$ cat src/rtl/sar_adc_pkg.sv
package sar_adc_pkg;
  localparam int RES_W  = 10;
  localparam int CH_W   = 4;
  localparam int NUM_CH = 15;
  localparam int ST_W   = 2;
  localparam int REG_W  = 8;
  localparam int BIT_W  = $clog2(RES_W);

  typedef enum logic [1:0] {
    SEQ_IDLE,
    SEQ_SAMPLE,
    SEQ_TRIAL
  } seqState_e;

  // strobes from the sequencer to the datapath
  typedef struct packed {
    logic             load;
    logic             sampling;
    logic             trialBegin;
    logic             stepBit;
    logic             finish;
    logic             abort;
    logic [BIT_W-1:0] bitIdx;
  } seqStrobe_t;
endpackage

$ cat src/rtl/sar_seq_ctrl.sv
module sar_seq_ctrl
  import sar_adc_pkg::*;
#(
  parameter int BASE_TICKS = 4
) (
  input  logic             clk,
  input  logic             rstN,
  input  logic             tickEn,
  input  logic             modEnable,
  input  logic             wrEn,
  input  logic [REG_W-1:0] wrData,
  output seqStrobe_t       strb,
  output logic             seqIdle
);
  localparam int MAX_TICKS = BASE_TICKS << ((1 << ST_W) - 1);
  localparam int CNT_W     = $clog2(MAX_TICKS + 1);

  seqState_e        state;
  logic [CNT_W-1:0] sampleCnt;
  logic [BIT_W-1:0] bitIdx;
  logic [CH_W-1:0]  chField;
  logic [ST_W-1:0]  stField;
  logic             accept;

  assign chField = wrData[CH_W-1:0];
  assign stField = wrData[CH_W +: ST_W];
  assign accept  = wrEn && modEnable && (state == SEQ_IDLE) && (chField < CH_W'(NUM_CH));

  always_comb begin
    strb            = '0;
    strb.load       = accept;
    strb.sampling   = (state == SEQ_SAMPLE);
    strb.trialBegin = modEnable && tickEn && (state == SEQ_SAMPLE) && (sampleCnt == CNT_W'(1));
    strb.stepBit    = modEnable && tickEn && (state == SEQ_TRIAL);
    strb.finish     = strb.stepBit && (bitIdx == '0);
    strb.abort      = !modEnable && (state != SEQ_IDLE);
    strb.bitIdx     = bitIdx;
  end

  assign seqIdle = (state == SEQ_IDLE);

  always_ff @(posedge clk or negedge rstN) begin
    if (!rstN) begin
      state     <= SEQ_IDLE;
      sampleCnt <= '0;
      bitIdx    <= '0;
    end else if (!modEnable) begin
      state <= SEQ_IDLE;
    end else begin
      unique case (state)
        SEQ_IDLE: if (accept) begin
          state     <= SEQ_SAMPLE;
          sampleCnt <= CNT_W'(BASE_TICKS) << stField;
        end
        SEQ_SAMPLE: if (tickEn) begin
          if (sampleCnt == CNT_W'(1)) begin
            state  <= SEQ_TRIAL;
            bitIdx <= BIT_W'(RES_W - 1);
          end else begin
            sampleCnt <= sampleCnt - 1'b1;
          end
        end
        SEQ_TRIAL: if (tickEn) begin
          if (bitIdx == '0) state <= SEQ_IDLE;
          else              bitIdx <= bitIdx - 1'b1;
        end
        default: state <= SEQ_IDLE;
      endcase
    end
  end

  // without a tick an active phase does not move
  p_hold_no_tick_r5: assert property (@(posedge clk) disable iff (!rstN)
    (state != SEQ_IDLE) && !tickEn && modEnable |=> $stable(state) && $stable(sampleCnt) && $stable(bitIdx));

  // bits are resolved strictly downward
  p_bit_descend_r6: assert property (@(posedge clk) disable iff (!rstN)
    strb.stepBit && !strb.finish |=> bitIdx == $past(bitIdx) - 1'b1);
endmodule

$ cat src/rtl/sar_datapath.sv
module sar_datapath
  import sar_adc_pkg::*;
(
  input  logic             clk,
  input  logic             rstN,
  input  seqStrobe_t       strb,
  input  logic [REG_W-1:0] wrData,
  input  logic             cmpIn,
  output logic [CH_W-1:0]  muxSel,
  output logic [RES_W-1:0] dacCode,
  output logic [RES_W-1:0] result,
  output logic             eoc,
  output logic             irqPulse
);
  logic [RES_W-1:0] trialReg;
  logic [RES_W-1:0] nextTrial;

  always_comb begin
    nextTrial = trialReg;
    if (!cmpIn) nextTrial[strb.bitIdx] = 1'b0;
    if (!strb.finish) nextTrial[strb.bitIdx - 1'b1] = 1'b1;
  end

  always_ff @(posedge clk or negedge rstN) begin
    if (!rstN) begin
      muxSel   <= '0;
      trialReg <= '0;
      result   <= '0;
      eoc      <= 1'b1;
      irqPulse <= 1'b0;
    end else begin
      irqPulse <= 1'b0;
      if (strb.abort) begin
        trialReg <= '0;
        eoc      <= 1'b1;
      end else if (strb.load) begin
        muxSel <= wrData[CH_W-1:0];
        eoc    <= 1'b0;
      end else if (strb.trialBegin) begin
        trialReg <= RES_W'(1) << (RES_W - 1);
      end else if (strb.stepBit) begin
        if (strb.finish) begin
          result   <= nextTrial;
          trialReg <= '0;
          eoc      <= 1'b1;
          irqPulse <= 1'b1;
        end else begin
          trialReg <= nextTrial;
        end
      end
    end
  end

  assign dacCode = trialReg;

  // the interrupt never lasts two cycles
  p_irq_single_r8: assert property (@(posedge clk) disable iff (!rstN)
    irqPulse |=> !irqPulse);

  // the interrupt coincides with a fresh EOC rise
  p_irq_on_rise_r8: assert property (@(posedge clk) disable iff (!rstN)
    irqPulse |-> eoc && !$past(eoc));

  // trials start at the MSB
  p_msb_first_r6: assert property (@(posedge clk) disable iff (!rstN)
    strb.trialBegin |=> dacCode == (RES_W'(1) << (RES_W - 1)));
endmodule

$ cat src/rtl/sar_adc_ctrl.sv
module sar_adc_ctrl
  import sar_adc_pkg::*;
#(
  parameter int BASE_TICKS = 4
) (
  input  logic        clk,
  input  logic        rstN,
  input  logic        tickEn,
  input  logic        modEnable,
  input  logic        wrEn,
  input  logic [7:0]  wrData,
  input  logic        cmpIn,
  output logic [3:0]  muxSel,
  output logic        holdCtl,
  output logic [9:0]  dacCode,
  output logic        irqPulse,
  output logic [7:0]  statusReg,
  output logic [7:0]  resultHi
);
  seqStrobe_t       strb;
  logic             seqIdle;
  logic             eoc;
  logic [RES_W-1:0] result;

  sar_seq_ctrl #(.BASE_TICKS(BASE_TICKS)) uCtrl (
    .clk(clk), .rstN(rstN), .tickEn(tickEn), .modEnable(modEnable),
    .wrEn(wrEn), .wrData(wrData), .strb(strb), .seqIdle(seqIdle)
  );

  sar_datapath uData (
    .clk(clk), .rstN(rstN), .strb(strb), .wrData(wrData), .cmpIn(cmpIn),
    .muxSel(muxSel), .dacCode(dacCode), .result(result), .eoc(eoc),
    .irqPulse(irqPulse)
  );

  assign holdCtl   = strb.sampling;
  assign resultHi  = result[RES_W-1 -: REG_W];
  assign statusReg = {eoc, cmpIn, {(REG_W-4){1'b0}}, result[1:0]};

  // EOC in the datapath tracks the sequencer being idle
  p_eoc_idle_r7: assert property (@(posedge clk) disable iff (!rstN)
    eoc == seqIdle);

  // a write during a busy conversion leaves the channel alone
  p_busy_ignore_r3: assert property (@(posedge clk) disable iff (!rstN)
    wrEn && !eoc |=> $stable(muxSel) && !eoc || !$past(modEnable));

  // disable forces the idle outputs at the next edge
  p_abort_idle_r10: assert property (@(posedge clk) disable iff (!rstN)
    !modEnable |=> eoc && !holdCtl && dacCode == '0 && !irqPulse);
endmodule

$ cat config.mk
export PLATFORM = sky130hd
export DESIGN_NAME = sar_adc_ctrl
export DESIGN_NICKNAME = d
export VERILOG_FILES = /design/src/rtl/sar_adc_pkg.sv /design/src/rtl/sar_seq_ctrl.sv /design/src/rtl/sar_datapath.sv /design/src/rtl/sar_adc_ctrl.sv
export SDC_FILE = /design/constraint.sdc
export NUM_CORES = 1
export LEC_CHECK = 0
export ABC_AREA = 1
export ABC_CLOCK_PERIOD_IN_PS = 1900
export CORE_MARGIN = 4
export CORE_UTILIZATION = 50
export CTS_CLUSTER_DIAMETER = 60
export CTS_CLUSTER_SIZE = 25
export DETAILED_ROUTE_END_ITERATION = 10
export PLACE_DENSITY = 0.87
export SYNTH_ARGS = -nofsm -noshare
export SYNTH_HDL_FRONTEND = slang
export SYNTH_HIERARCHICAL = 1
export SYNTH_SLANG_ARGS = --single-unit
$ cat constraint.sdc
create_clock -name clk -period 1.9 [get_ports clk]
set_input_delay 0.38 -clock clk [delete_from_list [all_inputs] [get_ports clk]]
set_output_delay 0.38 -clock clk [all_outputs]
set_load 0.02 [all_outputs]
==> metrics.yaml <==
run_status: "complete, no violations"
pwr-share-seq_pct: 32.9
synth_area_per_cell_sq_um: 7.22
placement.cell_area_sq_mm: 0.00283
fin_cells: 430
cts.reportedPaths.clkPinSlew_ns: 0.07
critical_path.reg2reg.endpoint: "uData/dacCode[9]"
setup.reg_to_reg.worst_slack_ns: 0.22
share_clk_of_total_power_pct: 17.4
worst-r2r-cell-count: 12
timing.critical_path.from_type: "primary input"
crit_slowest_cell: "sky130_fd_sc_hd__clkdlybuf4s50_1"
stdcell_area_sq_mm: 0.00295
grt_max_degree: 39
global_route.usage.total_pct: 19.7
crit_fanout: 2
cp.required_ns: 1.52
horiz_die_dim_um: 75.2
place_hpwl_um: 3930
worst_ir_drop_vdd_uv: 725
route.vias.total: 2174
fin_hold_ws_ns: 0.125
grt_setup_unrepaired: "false"
antenna_violating_nets_post_route: 0
number_of_vias_per_cell_after_detailed_routing: 5.06
share_of_cells_above_drive_strength_1_pct: 17.5
grt_pass1_wl_um: 8610
floorplan_die_area_sq_mm: 0.00566
layout.nets: 394
firstDrtPassIters: 4
number_of_global_route_vias_before_repair: 2000
tritoncts.num_buffers: 5
swShare_pct: 41.9
cts.root.buffer_cell: "sky130_fd_sc_hd__clkbuf_8"
worst_path_most_repeated_cell: "sky130_fd_sc_hd__clkdlybuf4s50_1"
dp_slack_ns: -0.140
final-setup-viol-count: 0
core_area_sq_mm: 0.00435
first_iter_violations: 139
die_height_um: 75.2
antenna_found_initial: 0
cts.path.max_buffers: 2
combinationalPowerShare_pct: 49.7
grt.overflow.total: 0
signed_area_change_from_the_synthesized_netlist_to_the_final_layout_pct: 30.6
yosysWarningCount: 6
boundaryPins: 46
num_antenna_cells: 0
hold_class: "primary input to async pin"
critical_path.reg2reg.startpoint: "uCtrl/bitIdx[0]"
initial_core_util_pct: 51.9
routedWlPerCell_um: 11.9
post_synth_instance_area_sq_mm: 0.00226
critPathTopFamily: "buffers and inverters"
core.rowCount: 24
cts_tree: "built"
io_buffer_count: 39
critPathArrivalTime_ns: 1.46
timing.critical_path.buf_inv: 2
yosys_register_bits: 38
drt-total-wl_um: 5120
post-route-min-period_ns: 1.84
final.setup_skew_ns: 0.00555
crit_start: "cmpIn"
critical_path_class: "primary input to primary output"
switchingPower_mw: 1.61
finalHoldViolations: 0
worstPathCellList: "clkdlybuf4s50_1 > clkdlybuf4s50_1"
htreeDepth: 2
clock_sinks: 38
share_of_the_yosys_chip_area_belonging_to_registers_pct: 42.1
placed_cells: 422
static-leakage-power_nw: 1.55
worstSetupEndpointType: "primary output"
timing.fmax_mhz: 543
max_stage_delay_ns: 0.60
final.period_utilization_pct: 96.9
globalplace.congestion: 0.948
p_int_mw: 2.23
drv_slew: 0
power_density_mw_per_mm2: 1300
synth_cell_types: 31
postLayoutSetupSlackWorst_ns: 0.0587
drc_errors: 0
postSynthCellCount: 313
number_of_max_cap_violations: 0
worst_skew_pair.late_latency_ns: 0.29
## metrics by stage
step           total power, mW  util [%]  setup TNS [ns]
2_1_floorplan             2.49         -               0
3_3_place_gp              3.09      65.1           -1.68
3_5_place_dp              3.16      65.1           -2.07
4_1_cts                   3.84      67.5               0
5_1_grt                   4.12      67.8               0
6_report                  3.83      67.8               0
## synthesized netlist by cell type (all sizes together)
| cell type | n | area share [%] |
|---|---|---|
| xnor2 | 1 | 0.39 |
| dfstp | 1 | 1.2 |
| nand3 | 24 | 5.8 |
| a21o | 1 | 0.33 |
| a21oi | 1 | 0.22 |
| inv | 30 | 5.1 |
| nand2 | 141 | 24 |
| nor2 | 31 | 6.6 |
| nor3 | 2 | 0.94 |
| nand4 | 6 | 2.3 |
| conb | 1 | 0.17 |
| buf | 11 | 3.7 |
| clkinv | 1 | 0.17 |
| o21a | 1 | 0.33 |
| o21ai | 20 | 5.4 |
| ha | 3 | 1.7 |
| o31ai | 1 | 0.33 |
| dfrtp | 37 | 41 |
## kinds of logic after synthesis
kind of cell | after synthesis | synth area share [%]
AO/OA/AOI/OAI | 24 | 6.64
XOR/XNOR | 1 | 0.388
adder cells (fa/ha/maj) | 3 | 1.66
buffers and inverters | 42 | 8.97
flip-flops | 38 | 42.1
other | 1 | 0.166
AND/OR/NAND/NOR | 204 | 40.0
## how the worst max path moves through the flow
stage	endpoint	cells after the start	slack, ns
after floorplan	uData/dacCode[5]	9	0.18
after global placement	uData/result[0]	11	-0.09
after detailed placement	uData/dacCode[5]	13	-0.14
after CTS	statusReg[6]	2	0.05
after global routing	statusReg[6]	2	0.03
final	statusReg[6]	2	0.06
## layer usage
| layer | global-route usage, % | wire length (um) |
|---|---|---|
| met1 | 23.9 | 2130 |
| met4 | 7.57 | 63 |
| met2 | 33.9 | 2600 |
| met5 | 0 | 0 |
| met3 | 4.54 | 319 |
## cells in the final DEF, fill, tap and decap left out, drive strengths merged
master | synthesis | final
a21oi | 1 | 1
o21a | 1 | 1
bufinv | 0 | 1
nor2 | 31 | 31
clkbuf | 0 | 7
nand2 | 141 | 141
clkinv | 1 | 1
dfstp | 1 | 1
clkdlybuf4s50 | 0 | 36
inv | 30 | 30
conb | 1 | 4
o31ai | 1 | 1
nor3 | 2 | 2
dlygate4sd2 | 0 | 1
nand4 | 6 | 6
nand3 | 24 | 24
ha | 3 | 3
a21o | 1 | 1
buf | 11 | 27
dfrtp | 37 | 37
xnor2 | 1 | 1
o21ai | 20 | 20
dlymetal6s2s | 0 | 1
## flip-flops by register name, summed over array words and instances, names as in the netlist
register	flops
uData/dacCode	10
uData/result	10
uCtrl/sampleCnt	6
uCtrl/bitIdx	4
uData/muxSel	4
uCtrl/state	2
uData/eoc	1
uData/irqPulse	1
## cell type report
cell class	count	area, sq um
Tap cell	52	65.1
Fill cell	357	1400
Multi-Input combinational cell	236	1130
Timing Repair Buffer	65	582
Clock buffer	7	76.3
Clock inverter	1	30.0
Inverter	31	119
Sequential cell	38	952
## power groups by stage
stage                     clock [mW]  combinational, mW  sequential (mW)
after detailed placement           0               1.89             1.27
final                          0.668               1.91             1.26
after global routing           0.704               2.12             1.30
after CTS                      0.685               1.90             1.26
after floorplan                    0               1.08             1.40
after global placement             0               1.82             1.26
## timing repair
action / CTS / global route
setup buffers: 0 / 0
resized for setup: 1 / 4
cloned: 0 / 0
setup endpoints to repair: 1 / 9
hold buffers: 0 / 0
Power figures use the tool's default switching activity.
